[src/rtl/smram_pkg.sv]
package smram_pkg;
  localparam int CFG_W = 8;

  typedef struct packed {
    logic       rsvd;
    logic       open_win;
    logic       closed;
    logic       lock;
    logic       enable;
    logic [2:0] seg;
  } smram_ctl_t;

  localparam logic [CFG_W-1:0] CTL_KEEP_MASK = 8'h78;
  localparam logic [CFG_W-1:0] CTL_FIXED     = 8'h02;
  localparam logic [CFG_W-1:0] CTL_RESET     = 8'h02;
  localparam int BIT_OPEN   = 6;
  localparam int BIT_CLOSED = 5;
  localparam int BIT_LOCK   = 4;
  localparam int BIT_EN     = 3;
endpackage

[src/rtl/smram_cfg_reg.sv]
module smram_cfg_reg
  import smram_pkg::*;
#(
  parameter int               CFG_AW     = 8,
  parameter logic [CFG_AW-1:0] CFG_OFFSET = 8'h72
) (
  input  logic              clk_i,
  input  logic              rst_ni,
  input  logic              soft_rst_i,
  input  logic              cfg_we_i,
  input  logic [CFG_AW-1:0] cfg_addr_i,
  input  logic [CFG_W-1:0]  cfg_wdata_i,
  output logic [CFG_W-1:0]  cfg_rdata_o,
  output logic              cfg_err_o,
  output smram_ctl_t        ctl_o
);
  smram_ctl_t ctl_q, ctl_wr, ctl_soft;
  logic       hit, illegal, err_q;

  assign hit = cfg_we_i && (cfg_addr_i == CFG_OFFSET);

  // lock forces open low and keeps itself set
  always_comb begin
    ctl_wr = smram_ctl_t'((cfg_wdata_i & CTL_KEEP_MASK) | CTL_FIXED);
    if (ctl_q.lock) begin
      ctl_wr.open_win = 1'b0;
      ctl_wr.lock     = 1'b1;
    end
  end

  assign illegal = ctl_wr.open_win && ctl_wr.closed;

  always_comb begin
    ctl_soft      = smram_ctl_t'(CTL_RESET);
    ctl_soft.lock = ctl_q.lock;
  end

  always_ff @(posedge clk_i or negedge rst_ni) begin
    if (!rst_ni) begin
      ctl_q <= smram_ctl_t'(CTL_RESET);
      err_q <= 1'b0;
    end else if (soft_rst_i) begin
      ctl_q <= ctl_soft;
      err_q <= 1'b0;
    end else begin
      err_q <= hit && illegal;
      if (hit && !illegal) ctl_q <= ctl_wr;
    end
  end

  assign cfg_rdata_o = (cfg_addr_i == CFG_OFFSET) ? ctl_q : '0;
  assign cfg_err_o   = err_q;
  assign ctl_o       = ctl_q;
endmodule

[src/rtl/smram_win_match.sv]
module smram_win_match #(
  parameter int              ADDR_W   = 32,
  parameter int              WIN_LSB  = 17,
  parameter logic [ADDR_W-1:0] WIN_BASE = 32'h000A_0000
) (
  input  logic [ADDR_W-1:0] addr_i,
  output logic              hit_o
);
  localparam logic [ADDR_W-1:0] CMP_MASK = ~((ADDR_W'(1) << WIN_LSB) - ADDR_W'(1));

  assign hit_o = ((addr_i ^ WIN_BASE) & CMP_MASK) == '0;
endmodule

[src/rtl/smram_route.sv]
module smram_route (
  input  logic in_win_i,
  input  logic enable_i,
  input  logic open_i,
  input  logic closed_i,
  input  logic lock_i,
  input  logic code_i,
  input  logic smm_i,
  output logic dram_o
);
  logic open_eff;

  assign open_eff = open_i && !lock_i;

  always_comb begin
    if (!in_win_i)      dram_o = 1'b1;
    else if (!enable_i) dram_o = 1'b0;
    else if (open_eff)  dram_o = 1'b1;
    else if (!smm_i)    dram_o = 1'b0;
    else if (code_i)    dram_o = 1'b1;
    else                dram_o = !closed_i;
  end
endmodule

[src/rtl/smram_ctrl.sv]
module smram_ctrl
  import smram_pkg::*;
#(
  parameter int                ADDR_W     = 32,
  parameter int                CFG_AW     = 8,
  parameter logic [CFG_AW-1:0] CFG_OFFSET = 8'h72,
  parameter int                WIN_LSB    = 17,
  parameter logic [ADDR_W-1:0] WIN_BASE   = 32'h000A_0000
) (
  input  logic              clk_i,
  input  logic              rst_ni,
  input  logic              soft_rst_i,
  input  logic              cfg_we_i,
  input  logic [CFG_AW-1:0] cfg_addr_i,
  input  logic [7:0]        cfg_wdata_i,
  output logic [7:0]        cfg_rdata_o,
  output logic              cfg_err_o,
  input  logic [ADDR_W-1:0] acc_addr_i,
  input  logic              acc_code_i,
  input  logic              acc_smm_i,
  output logic              acc_dram_o
);
  smram_ctl_t ctl;
  logic       in_win;

  smram_cfg_reg #(.CFG_AW(CFG_AW), .CFG_OFFSET(CFG_OFFSET)) u_reg (
    .clk_i(clk_i), .rst_ni(rst_ni), .soft_rst_i(soft_rst_i),
    .cfg_we_i(cfg_we_i), .cfg_addr_i(cfg_addr_i), .cfg_wdata_i(cfg_wdata_i),
    .cfg_rdata_o(cfg_rdata_o), .cfg_err_o(cfg_err_o), .ctl_o(ctl)
  );

  smram_win_match #(.ADDR_W(ADDR_W), .WIN_LSB(WIN_LSB), .WIN_BASE(WIN_BASE)) u_win (
    .addr_i(acc_addr_i), .hit_o(in_win)
  );

  smram_route u_route (
    .in_win_i(in_win), .enable_i(ctl.enable), .open_i(ctl.open_win),
    .closed_i(ctl.closed), .lock_i(ctl.lock), .code_i(acc_code_i),
    .smm_i(acc_smm_i), .dram_o(acc_dram_o)
  );
endmodule

[config.mk]
export PLATFORM = sky130hd
export DESIGN_NAME = smram_ctrl
export DESIGN_NICKNAME = d
export VERILOG_FILES = /design/src/rtl/smram_pkg.sv /design/src/rtl/smram_cfg_reg.sv /design/src/rtl/smram_win_match.sv /design/src/rtl/smram_route.sv /design/src/rtl/smram_ctrl.sv
export SDC_FILE = /design/constraint.sdc
export NUM_CORES = 1
export LEC_CHECK = 0
export BUFFER_PORTS_ARGS = -buffer_cell sky130_fd_sc_hd__buf_2
export CAP_MARGIN = 0
export CORE_MARGIN = 1.5
export CORE_UTILIZATION = 31
export CTS_BUF_LIST = sky130_fd_sc_hd__clkbuf_16
export DETAILED_ROUTE_END_ITERATION = 8
export HOLD_SLACK_MARGIN = 0.12
export PLACE_DENSITY = 0.81
export SETUP_SLACK_MARGIN = 0.02
export SLEW_MARGIN = 10
export SYNTH_ARGS = -nofsm -noshare
export SYNTH_HDL_FRONTEND = slang
export SYNTH_SLANG_ARGS = --single-unit
[constraint.sdc]
create_clock -name clk_i -period 3 [get_ports clk_i]
set_input_delay 0.3 -clock clk_i [delete_from_list [all_inputs] [get_ports clk_i]]
set_output_delay 0.3 -clock clk_i [all_outputs]
set_load 0.03 [all_outputs]
# Word level (Yosys, flattened, before mapping)

Index checks and enable logic that the tools add are counted.

Register bits: 9
Output and inout port bits: 10
Logic and storage cells: 32

Equality and inequality tests: 1
Multiplexer cells: 11
Bitwise gates (word level): 2
Reductions and logical operators: 11

Operator list:

| operator                                             | number |
|---|---|
| zero test 32 bit                                     | 1 |
| two-way mux 8 bit                                    | 3 |
| equality test 8 x 7 -> 1 bit (second input constant) | 1 |
| two-way mux 1 bit                                    | 8 |
| logical AND 1 bit                                    | 5 |
| zero test 1 bit                                      | 3 |
| NOT 2 bit                                            | 1 |
| AND reduction 2 bit                                  | 1 |
| nonzero test 2 bit                                   | 1 |
| NOT 1 bit                                            | 1 |

# Depth between registers and ports, before layout

Gate-level depths: netlist of run 1.

Depth after elaboration: 6
Mapped depth: 3
Depth with buffers taken out: 3

# By module

Synthesis of run 1 repeated with hierarchy kept, for this count alone.

Cells, all modules: 46
Area total of the unflattened synthesis: 457.9 µm²

Modules (own cells, without submodules):

| module          | times used | cells an instance | area each (µm²) |
|---|---|---|---|
| smram_cfg_reg   | 1          | 37                | 391.6 |
| smram_win_match | 1          | 5                 | 37.5 |
| smram_route     | 1          | 4                 | 28.8 |

# Worst setup path before layout of run 1

Ideal clock, no wire load.

Path type: in2out
Start: input acc_addr_i[26]
End: output acc_dram_o
Arrival: 1,339 ps
Data required time: 2,700 ps
Path slack: 1,361 ps
Cell stages on the path: 3
Path buffers: 0
Path through: or4_1 -> nor4_1 -> o2111ai_1

Longest elaborated chain between the ends: 2

Ends and longest elaborated chain:

| what              | line                  | RTL |
|---|---|---|
| start, declared   | smram_ctrl.sv:18      | `input logic [ADDR_W-1:0] acc_addr_i,` |
| zero test 32 bit  | smram_win_match.sv:11 | `assign hit_o = ((addr_i ^ WIN_BASE) & CMP_MASK) == '0;` |
| two-way mux 1 bit | smram_route.sv:16     | `if (!in_win_i) dram_o = 1'b1;` |
| end, declared     | smram_ctrl.sv:21      | `output logic acc_dram_o` |

No other way between the ends.

# Final worst setup path of run 1

Ends and elaborated chain as after synthesis.

==> results of run 1 <==
kinds of logic after synthesis:
family                 after synthesis  synth area share, %
AOI/OAI and AO/OA                    3                 4.84
buffers and inverters                4                 5.98
other                                1                0.854
DFF                                  6                 34.5
and+or+nand+nor                     26                 47.0
muxes                                3                 6.84
cell type report:
class / instances / area [um^2] / share of cell area (%)
clock inverter: 1 / 3.75 / 0.516
tap: 15 / 18.8 / 2.58
multi-input combinational: 35 / 269 / 37.0
inverter: 1 / 3.75 / 0.516
sequential: 6 / 151 / 20.8
timing repair buffer: 40 / 205 / 28.2
clock buffer: 3 / 75.1 / 10.3
report_power, final:
group | internal [mW] | switching [mW] | total, mW
clock | 0.173 | 0.0449 | 0.218
sequential | 0.0818 | 0.000413 | 0.0822
combinational | 0.0211 | 0.0182 | 0.0393
final timing paths:
check | cells after the start | slack, ns | start | endpoint
max | 5 | 1.22 | acc_addr_i[26] | acc_dram_o
min | 3 | 0.31 | cfg_wdata_i[4] | u_reg.ctl_o[4]
max reg2reg | 3 | 1.87 | u_reg.ctl_o[4] | u_reg.ctl_o[5]
min reg2reg | 2 | 0.51 | u_reg.ctl_o[1] | u_reg.ctl_o[1]
max in group asynchronous | 2 | 2.35 | rst_ni | u_reg.ctl_o[1]
min in group asynchronous | 2 | 0.43 | rst_ni | u_reg.ctl_o[5]
critical path: cells and delay by family:
family,cells,cell delay [ns]
AND/OR/NAND/NOR,2,0.73
buffers and inverters,2,0.30
AO/OA/AOI/OAI,1,0.15
metal layers:
| layer | vias to the layer above | part of all wire, % |
|---|---|---|
| met5 | - | 0 |
| met4 | 0 | 0 |
| met2 | 22 | 49 |
| met3 | 0 | 9.2 |
| li1 | 239 | - |
| met1 | 209 | 42 |
through the flow:
step	total power [mW]	worst slack [ns]	hold slack, ns	instances	area, um^2
after global routing	0.349	1.18	0.337	101	727
after CTS	0.341	1.23	0.316	101	727
after global placement	0.120	1.30	0.126	96	638
final	0.339	1.22	0.312	101	727
after detailed placement	0.122	1.23	0.129	96	638
after floorplan	0.0999	1.36	0.00441	45	447
registers in the layout, indices dropped and copies added (netlist names):
| name | count |
|---|---|
| u_reg.cfg_err_o | 1 |
| u_reg.ctl_o | 5 |
placed cells by master (no fill, tap or decap):
| master | synthesis | final |
|---|---|---|
| sky130_fd_sc_hd__or3b_2 | 1 | 1 |
| sky130_fd_sc_hd__nor2_1 | 2 | 2 |
| sky130_fd_sc_hd__nand2_1 | 2 | 2 |
| sky130_fd_sc_hd__nor4b_4 | 1 | 1 |
| sky130_fd_sc_hd__clkbuf_16 | 0 | 3 |
| sky130_fd_sc_hd__nor2b_1 | 1 | 1 |
| sky130_fd_sc_hd__or4_1 | 1 | 1 |
| sky130_fd_sc_hd__nand3b_1 | 1 | 1 |
| sky130_fd_sc_hd__and4b_1 | 1 | 1 |
| sky130_fd_sc_hd__mux2i_1 | 3 | 3 |
| sky130_fd_sc_hd__dfrtp_1 | 5 | 5 |
| sky130_fd_sc_hd__nand2b_1 | 6 | 6 |
| sky130_fd_sc_hd__dfstp_2 | 1 | 1 |
| sky130_fd_sc_hd__inv_1 | 1 | 2 |
| sky130_fd_sc_hd__a21oi_1 | 1 | 1 |
| sky130_fd_sc_hd__o2111ai_1 | 1 | 1 |
| sky130_fd_sc_hd__dlygate4sd3_1 | 0 | 1 |
| sky130_fd_sc_hd__o21bai_1 | 1 | 1 |
| sky130_fd_sc_hd__buf_2 | 0 | 39 |
| sky130_fd_sc_hd__nor4_1 | 2 | 2 |
| sky130_fd_sc_hd__nand4_4 | 1 | 1 |
| sky130_fd_sc_hd__nand4b_1 | 1 | 1 |
| sky130_fd_sc_hd__and3_2 | 5 | 5 |
| sky130_fd_sc_hd__conb_1 | 1 | 3 |
| sky130_fd_sc_hd__nor4bb_1 | 1 | 1 |
timing repair:
action | in CTS | in global routing
endpoints found under the setup margin | 0 | 0
resized for setup | 0 | 0
hold endpoints to repair | 6 | 0
hold buffers | 1 | 0
==> flow_summary.json, run 1 <==
{
  "status": "complete, no violations",
  "grtUsageTotal_pct": 13.1,
  "finalCritPeriodShare_pct": 59.3,
  "worstPathCellList": "buf_2, or4_1, nor4_1, o2111ai_1, buf_2",
  "syn2layout_area_growth_pct": 65.5,
  "final.setup.tns_ns": 0,
  "global_route.usage.met1_pct": 15.1,
  "die_span_y_um": 40.6,
  "use_met2_pct": 24.2,
  "cts_setup_buffers": 0,
  "clock_tree_from_tritoncts": "built",
  "detailed_place_hpwl_um": 900,
  "antenna-diode-count": 0,
  "grt_overflow": 0,
  "vias": 470,
  "grt_pass1_vias": 368,
  "synth_cell_type_count": 23,
  "max_freq_mhz": 562,
  "critical_path_required_ns": 2.70,
  "cap_violations": 0,
  "report.final.hold_viol_count": 0,
  "timing_worst_setup_path_type": "primary input to output pin",
  "rows": 13,
  "floorplan.initialDensity_pct": 33.3,
  "grt_setup_unrepaired": "no",
  "pwr_density_cell_nw_per_um2": 467,
  "via_per_inst": 4.65,
  "grtUsageMet3_pct": 3.26,
  "post_synth_main_area_contributors": "sky130_fd_sc_hd__dfrtp_1 28%, sky130_fd_sc_hd__and3_2 8.5%, sky130_fd_sc_hd__nand2b_1 8.5%",
  "synth.top_cells.by_count": "6 x sky130_fd_sc_hd__nand2b_1, 5 x sky130_fd_sc_hd__and3_2, 5 x sky130_fd_sc_hd__dfrtp_1, 3 x sky130_fd_sc_hd__buf_4, 3 x sky130_fd_sc_hd__mux2i_1",
  "ys_warn_count": 0,
  "synth_area_um2": 439,
  "floorplan.io_pins": 64,
  "timing.final.crit_period_ns": 1.78,
  "critical_path_end_type": "output pin",
  "power.static_leakage_nw": 0.411,
  "root_buffer": "sky130_fd_sc_hd__clkbuf_16",
  "syn_area_per_cell_um2": 10.2,
  "grt_antenna_before_repair": 0,
  "rd_place_congestion": 0.771,
  "vdd.ir_drop.worst_mv": 0.419,
  "timing.critical_path.mode_cell": "sky130_fd_sc_hd__buf_2",
  "worst-path-max-fanout": 1,
  "number_of_enable_flip_flop_cells_after_synthesis": 0,
  "yosys_most_used_dff": "sky130_fd_sc_hd__dfrtp_1",
  "tritoncts.num_buffers": 3,
  "seq_area_frac_synth_pct": 34.5,
  "arrival_ns": 1.48,
  "clock_pin_slew_reported_for_the_worst_setup_and_hold_paths_after_clock_tree_synthesis_ns": 0.03,
  "sinks_on_clock_net": 6,
  "final.fill_count": 134,
  "slew_violations": 0,
  "worstHoldPathType": "primary input to register",
  "clk_latency_ns": 0.23,
  "cp_max_delay_cell": "sky130_fd_sc_hd__or4_1",
  "layout.core_utilization_pct": 55.2,
  "synth_top_area_share_pct": 28.5,
  "layout.nets": 141,
  "floorplan.die_area_um2": 1650,
  "synth.ff_latch_count": 6,
  "async_reset_ff_share_pct": 100,
  "global_route.peak_usage_layer": "met2",
  "wl_mm": 1.06,
  "setup-violations-final": 0,
  "chipWidth_um": 40.6,
  "global_route_wire_length_before_repair_mm": 1.42,
  "worst_clock_skew_ns": 0.00521,
  "critical_path.max_stage_delay_ns": 0.51,
  "max-clock-path-buffers": 2,
  "most_frequent_cell_after_synthesis": "sky130_fd_sc_hd__nand2b_1",
  "synth_top_cell_by_area": "sky130_fd_sc_hd__dfrtp_1",
  "antenna_left": 0,
  "synthCells": 43,
  "drc_errors": 0,
  "crit_path_start_kind": "primary input",
  "drt-initial-drc-count": 3,
  "layout-drive-gt1-share_pct": 59.3,
  "place.port_buffers": 39,
  "grt_max_degree": 9,
  "cts-htree-levels": 1,
  "drt-pass1-iter-count": 4,
  "floorplan.core_area_um2": 1320,
  "routed_length_per_placed_instance_um": 10.5
}
Power figures use the tool's default switching activity.
==> inputs of run 2 (changes only) <==
--- a/config.mk
+++ b/config.mk
@@ -5,14 +5,15 @@
 export SDC_FILE = /design/constraint.sdc
 export NUM_CORES = 1
 export LEC_CHECK = 0
+export ABC_AREA = 1
 export BUFFER_PORTS_ARGS = -buffer_cell sky130_fd_sc_hd__buf_2
 export CAP_MARGIN = 0
 export CORE_MARGIN = 1.5
-export CORE_UTILIZATION = 31
+export CORE_UTILIZATION = 29
 export CTS_BUF_LIST = sky130_fd_sc_hd__clkbuf_16
 export DETAILED_ROUTE_END_ITERATION = 8
 export HOLD_SLACK_MARGIN = 0.12
-export PLACE_DENSITY = 0.81
+export PLACE_DENSITY = 0.76
 export SETUP_SLACK_MARGIN = 0.02
 export SLEW_MARGIN = 10
 export SYNTH_ARGS = -nofsm -noshare
==> constraint.sdc (replaced) <==
create_clock -name clk_i -period 1.76 [get_ports clk_i]
set_input_delay 0.176 -clock clk_i [delete_from_list [all_inputs] [get_ports clk_i]]
set_output_delay 0.176 -clock clk_i [all_outputs]
set_load 0.03 [all_outputs]
==> run 2 against run 1 <==
Non-clock buffer count rose by 1. Die area is 8.6% higher. Worst setup slack got worse by 0.83 ns. Largest cell class unchanged. Via count rose by 15%. Utilization down 4.3 points. Clock skew down 0.0025 ns.
==> flow_summary.json, run 2 <==
{
  "reg2reg_setup_slack_ns": 0.75,
  "status": "complete, no violations",
  "synthCells": 65,
  "hold_path_depth": 3,
  "holdPathEnd": "u_reg.ctl_o[4]",
  "finalCritPeriodShare_pct": 78.0,
  "vias": 539,
  "crit_path_start_kind": "register",
  "worstHoldPathType": "primary input to register",
  "final.setup.tns_ns": 0,
  "via_per_inst": 4.31,
  "most_frequent_cell_after_synthesis": "sky130_fd_sc_hd__inv_1",
  "regArea_um2": 151,
  "rr_endpoint": "u_reg.ctl_o[3]",
  "max-clock-path-buffers": 2,
  "arrival_ns": 1.20,
  "synth_top_area_share_pct": 27.9,
  "max_freq_mhz": 728,
  "synth.top_cells.by_count": "13 x sky130_fd_sc_hd__inv_1, 11 x sky130_fd_sc_hd__nand2_1, 9 x sky130_fd_sc_hd__nand3_1, 8 x sky130_fd_sc_hd__nor2_1, 5 x sky130_fd_sc_hd__dfrtp_1",
  "floorplan.initialDensity_pct": 30.5,
  "critical_path_end_type": "output pin",
  "number_of_enable_flip_flop_cells_after_synthesis": 0,
  "async_reset_ff_share_pct": 100,
  "timing_worst_setup_path_type": "register to output pin",
  "layout-drive-gt1-share_pct": 45.0,
  "timing.final.crit_period_ns": 1.37,
  "clock_tree_from_tritoncts": "built",
  "power.static_leakage_nw": 0.437,
  "antenna-diode-count": 0,
  "mostFrequentLayoutCells": "39 x sky130_fd_sc_hd__buf_2, 14 x sky130_fd_sc_hd__inv_1, 11 x sky130_fd_sc_hd__nand2_1",
  "syn2layout_area_growth_pct": 66.6,
  "dp.cells": 119,
  "layout.core_utilization_pct": 50.9,
  "sinks_on_clock_net": 6,
  "cts_resized": 0,
  "global_route_wire_length_before_repair_mm": 1.72,
  "synth-simple-area-share_pct": 46.5,
  "syn_area_per_cell_um2": 6.91,
  "synthAdderAreaFrac_pct": 0,
  "hold_path_startpoint": "cfg_wdata_i[4]",
  "setup-violations-final": 0,
  "critical_path_required_ns": 1.58,
  "detailed_place_hpwl_um": 894,
  "grtUsageTotal_pct": 13.5,
  "slew_violations": 0,
  "drt-initial-drc-count": 6,
  "drt-pass1-iter-count": 4,
  "yosys_most_used_dff": "sky130_fd_sc_hd__dfrtp_1",
  "hold_ws_ns": 0.183,
  "largest_reg_flops": 5,
  "mostFrequentLayoutCell": "sky130_fd_sc_hd__buf_2",
  "grt_antenna_before_repair": 0,
  "synth_top_cell_by_area": "sky130_fd_sc_hd__dfrtp_1",
  "wl_mm": 1.07,
  "rd_place_congestion": 0.810,
  "grt_max_degree": 9,
  "clock_pin_slew_reported_for_the_worst_setup_and_hold_paths_after_clock_tree_synthesis_ns": 0.03,
  "antenna_left": 0,
  "vdd.ir_drop.worst_mv": 0.308,
  "worst_clock_skew_ns": 0.00276,
  "chipWidth_um": 42.4,
  "floorplan.core_area_um2": 1470,
  "tritoncts.num_buffers": 3,
  "post_synth_main_area_contributors": "sky130_fd_sc_hd__dfrtp_1 28%, sky130_fd_sc_hd__inv_1 11%, sky130_fd_sc_hd__nand3_1 10%",
  "place.port_buffers": 39,
  "grt_overflow": 0,
  "grt_setup_unrepaired": "no",
  "share_of_synthesized_area_spent_on_multiplexers_pct": 0,
  "synth.ff_latch_count": 6,
  "final.fill_count": 157,
  "seq_area_frac_synth_pct": 33.7,
  "worst-path-max-fanout": 2,
  "synth_cell_type_count": 16,
  "drc_errors": 0,
  "ys_warn_count": 0,
  "report.final.hold_viol_count": 0,
  "cap_violations": 0,
  "grt_pass1_vias": 440,
  "pwr_density_cell_nw_per_um2": 769,
  "final_cells": 125,
  "main_combinational_cell_family_by_area_after_synthesis": "simple AND/OR/NAND/NOR gates",
  "startpoint_of_the_worst_register_to_register_path": "u_reg.ctl_o[4]",
  "floorplan.io_pins": 64,
  "root_buffer": "sky130_fd_sc_hd__clkbuf_16",
  "compound_cell_area_share_of_the_yosys_netlist_pct": 2.23,
  "cts-htree-levels": 1,
  "multi_input_comb_area_um2": 230,
  "synthXorXnorAreaFrac_pct": 0,
  "floorplan.die_area_um2": 1790,
  "rows": 14,
  "clk_latency_ns": 0.23,
  "layout.nets": 164,
  "synth_area_um2": 449,
  "die_span_y_um": 42.4,
  "routed_length_per_placed_instance_um": 8.53,
  "worst_r2r_path_depth": 5
}
[run 2: cell types whose count changed after synthesis, moves of 5 or more]
cell,delta
sky130_fd_sc_hd__nand2b_1,-6
sky130_fd_sc_hd__nor2_1,+6
sky130_fd_sc_hd__nand3_1,+9
sky130_fd_sc_hd__nand2_1,+9
sky130_fd_sc_hd__inv_1,+12
sky130_fd_sc_hd__and3_2,-5
[run 2: worst max-delay path, stage by stage, from the launching register on]
cell                      delay (ns)
sky130_fd_sc_hd__dfrtp_1        0.34
sky130_fd_sc_hd__inv_1          0.05
sky130_fd_sc_hd__o21ai_0        0.13
sky130_fd_sc_hd__o21ai_0        0.11
sky130_fd_sc_hd__nand2_1        0.07
sky130_fd_sc_hd__nand4_1        0.07
sky130_fd_sc_hd__buf_2          0.19
[run 2: kinds of logic after synthesis]
family,Yosys count
simple gates,39
flops,6
buf+inv,17
other cells,1
compound gates,2
[run 2: final cells by class]
| class | instances | share of cell area (%) |
|---|---|---|
| clock inverter | 1 | 0.502 |
| multi-input combinational | 44 | 30.8 |
| clock buffer | 3 | 10.0 |
| sequential | 6 | 20.2 |
| inverter | 14 | 7.02 |
| tap | 16 | 2.68 |
| timing repair buffer | 41 | 28.8 |
[run 2: power by group]
part | switching, mW | internal [mW]
Combinational | 0.0341 | 0.0334
Clock | 0.0743 | 0.294
Sequential | 0.0000385 | 0.139
[run 2: what timing repair did]
action | 4_1_cts | 5_1_grt
hold buffers | 2 | 0
endpoints found under the hold margin | 7 | 0
setup buffers | 0 | 0
[run 2: metrics by stage]
step | setup WS (ns) | power [mW] | area [um^2]
finish | 0.387 | 0.575 | 748
global route | 0.228 | 0.600 | 748
CTS | 0.377 | 0.583 | 748
detailed placement | 0.599 | 0.205 | 649
global placement | 0.607 | 0.204 | 649
floorplan | 0.634 | 0.170 | 457
[run 2: worst max-delay path by stage]
stage	startpoint	endpoint	slack (ns)	cells after the start
2_1_floorplan	u_reg.ctl_o[1]	cfg_rdata_o[1]	0.63	2
3_3_place_gp	cfg_addr_i[2]	cfg_rdata_o[1]	0.61	7
3_5_place_dp	cfg_addr_i[2]	cfg_rdata_o[1]	0.60	7
4_1_cts	u_reg.ctl_o[5]	acc_dram_o	0.38	6
5_1_grt	u_reg.ctl_o[5]	acc_dram_o	0.23	6
6_report	u_reg.ctl_o[5]	acc_dram_o	0.39	6
[run 2: layer usage]
layer	global-route usage, %	vias to the layer above	wire length, um
li1	-	287	-
met1	14.4	215	414
met2	19.1	35	487
met3	6.47	2	150
met4	13.1	0	14
met5	0	-	0
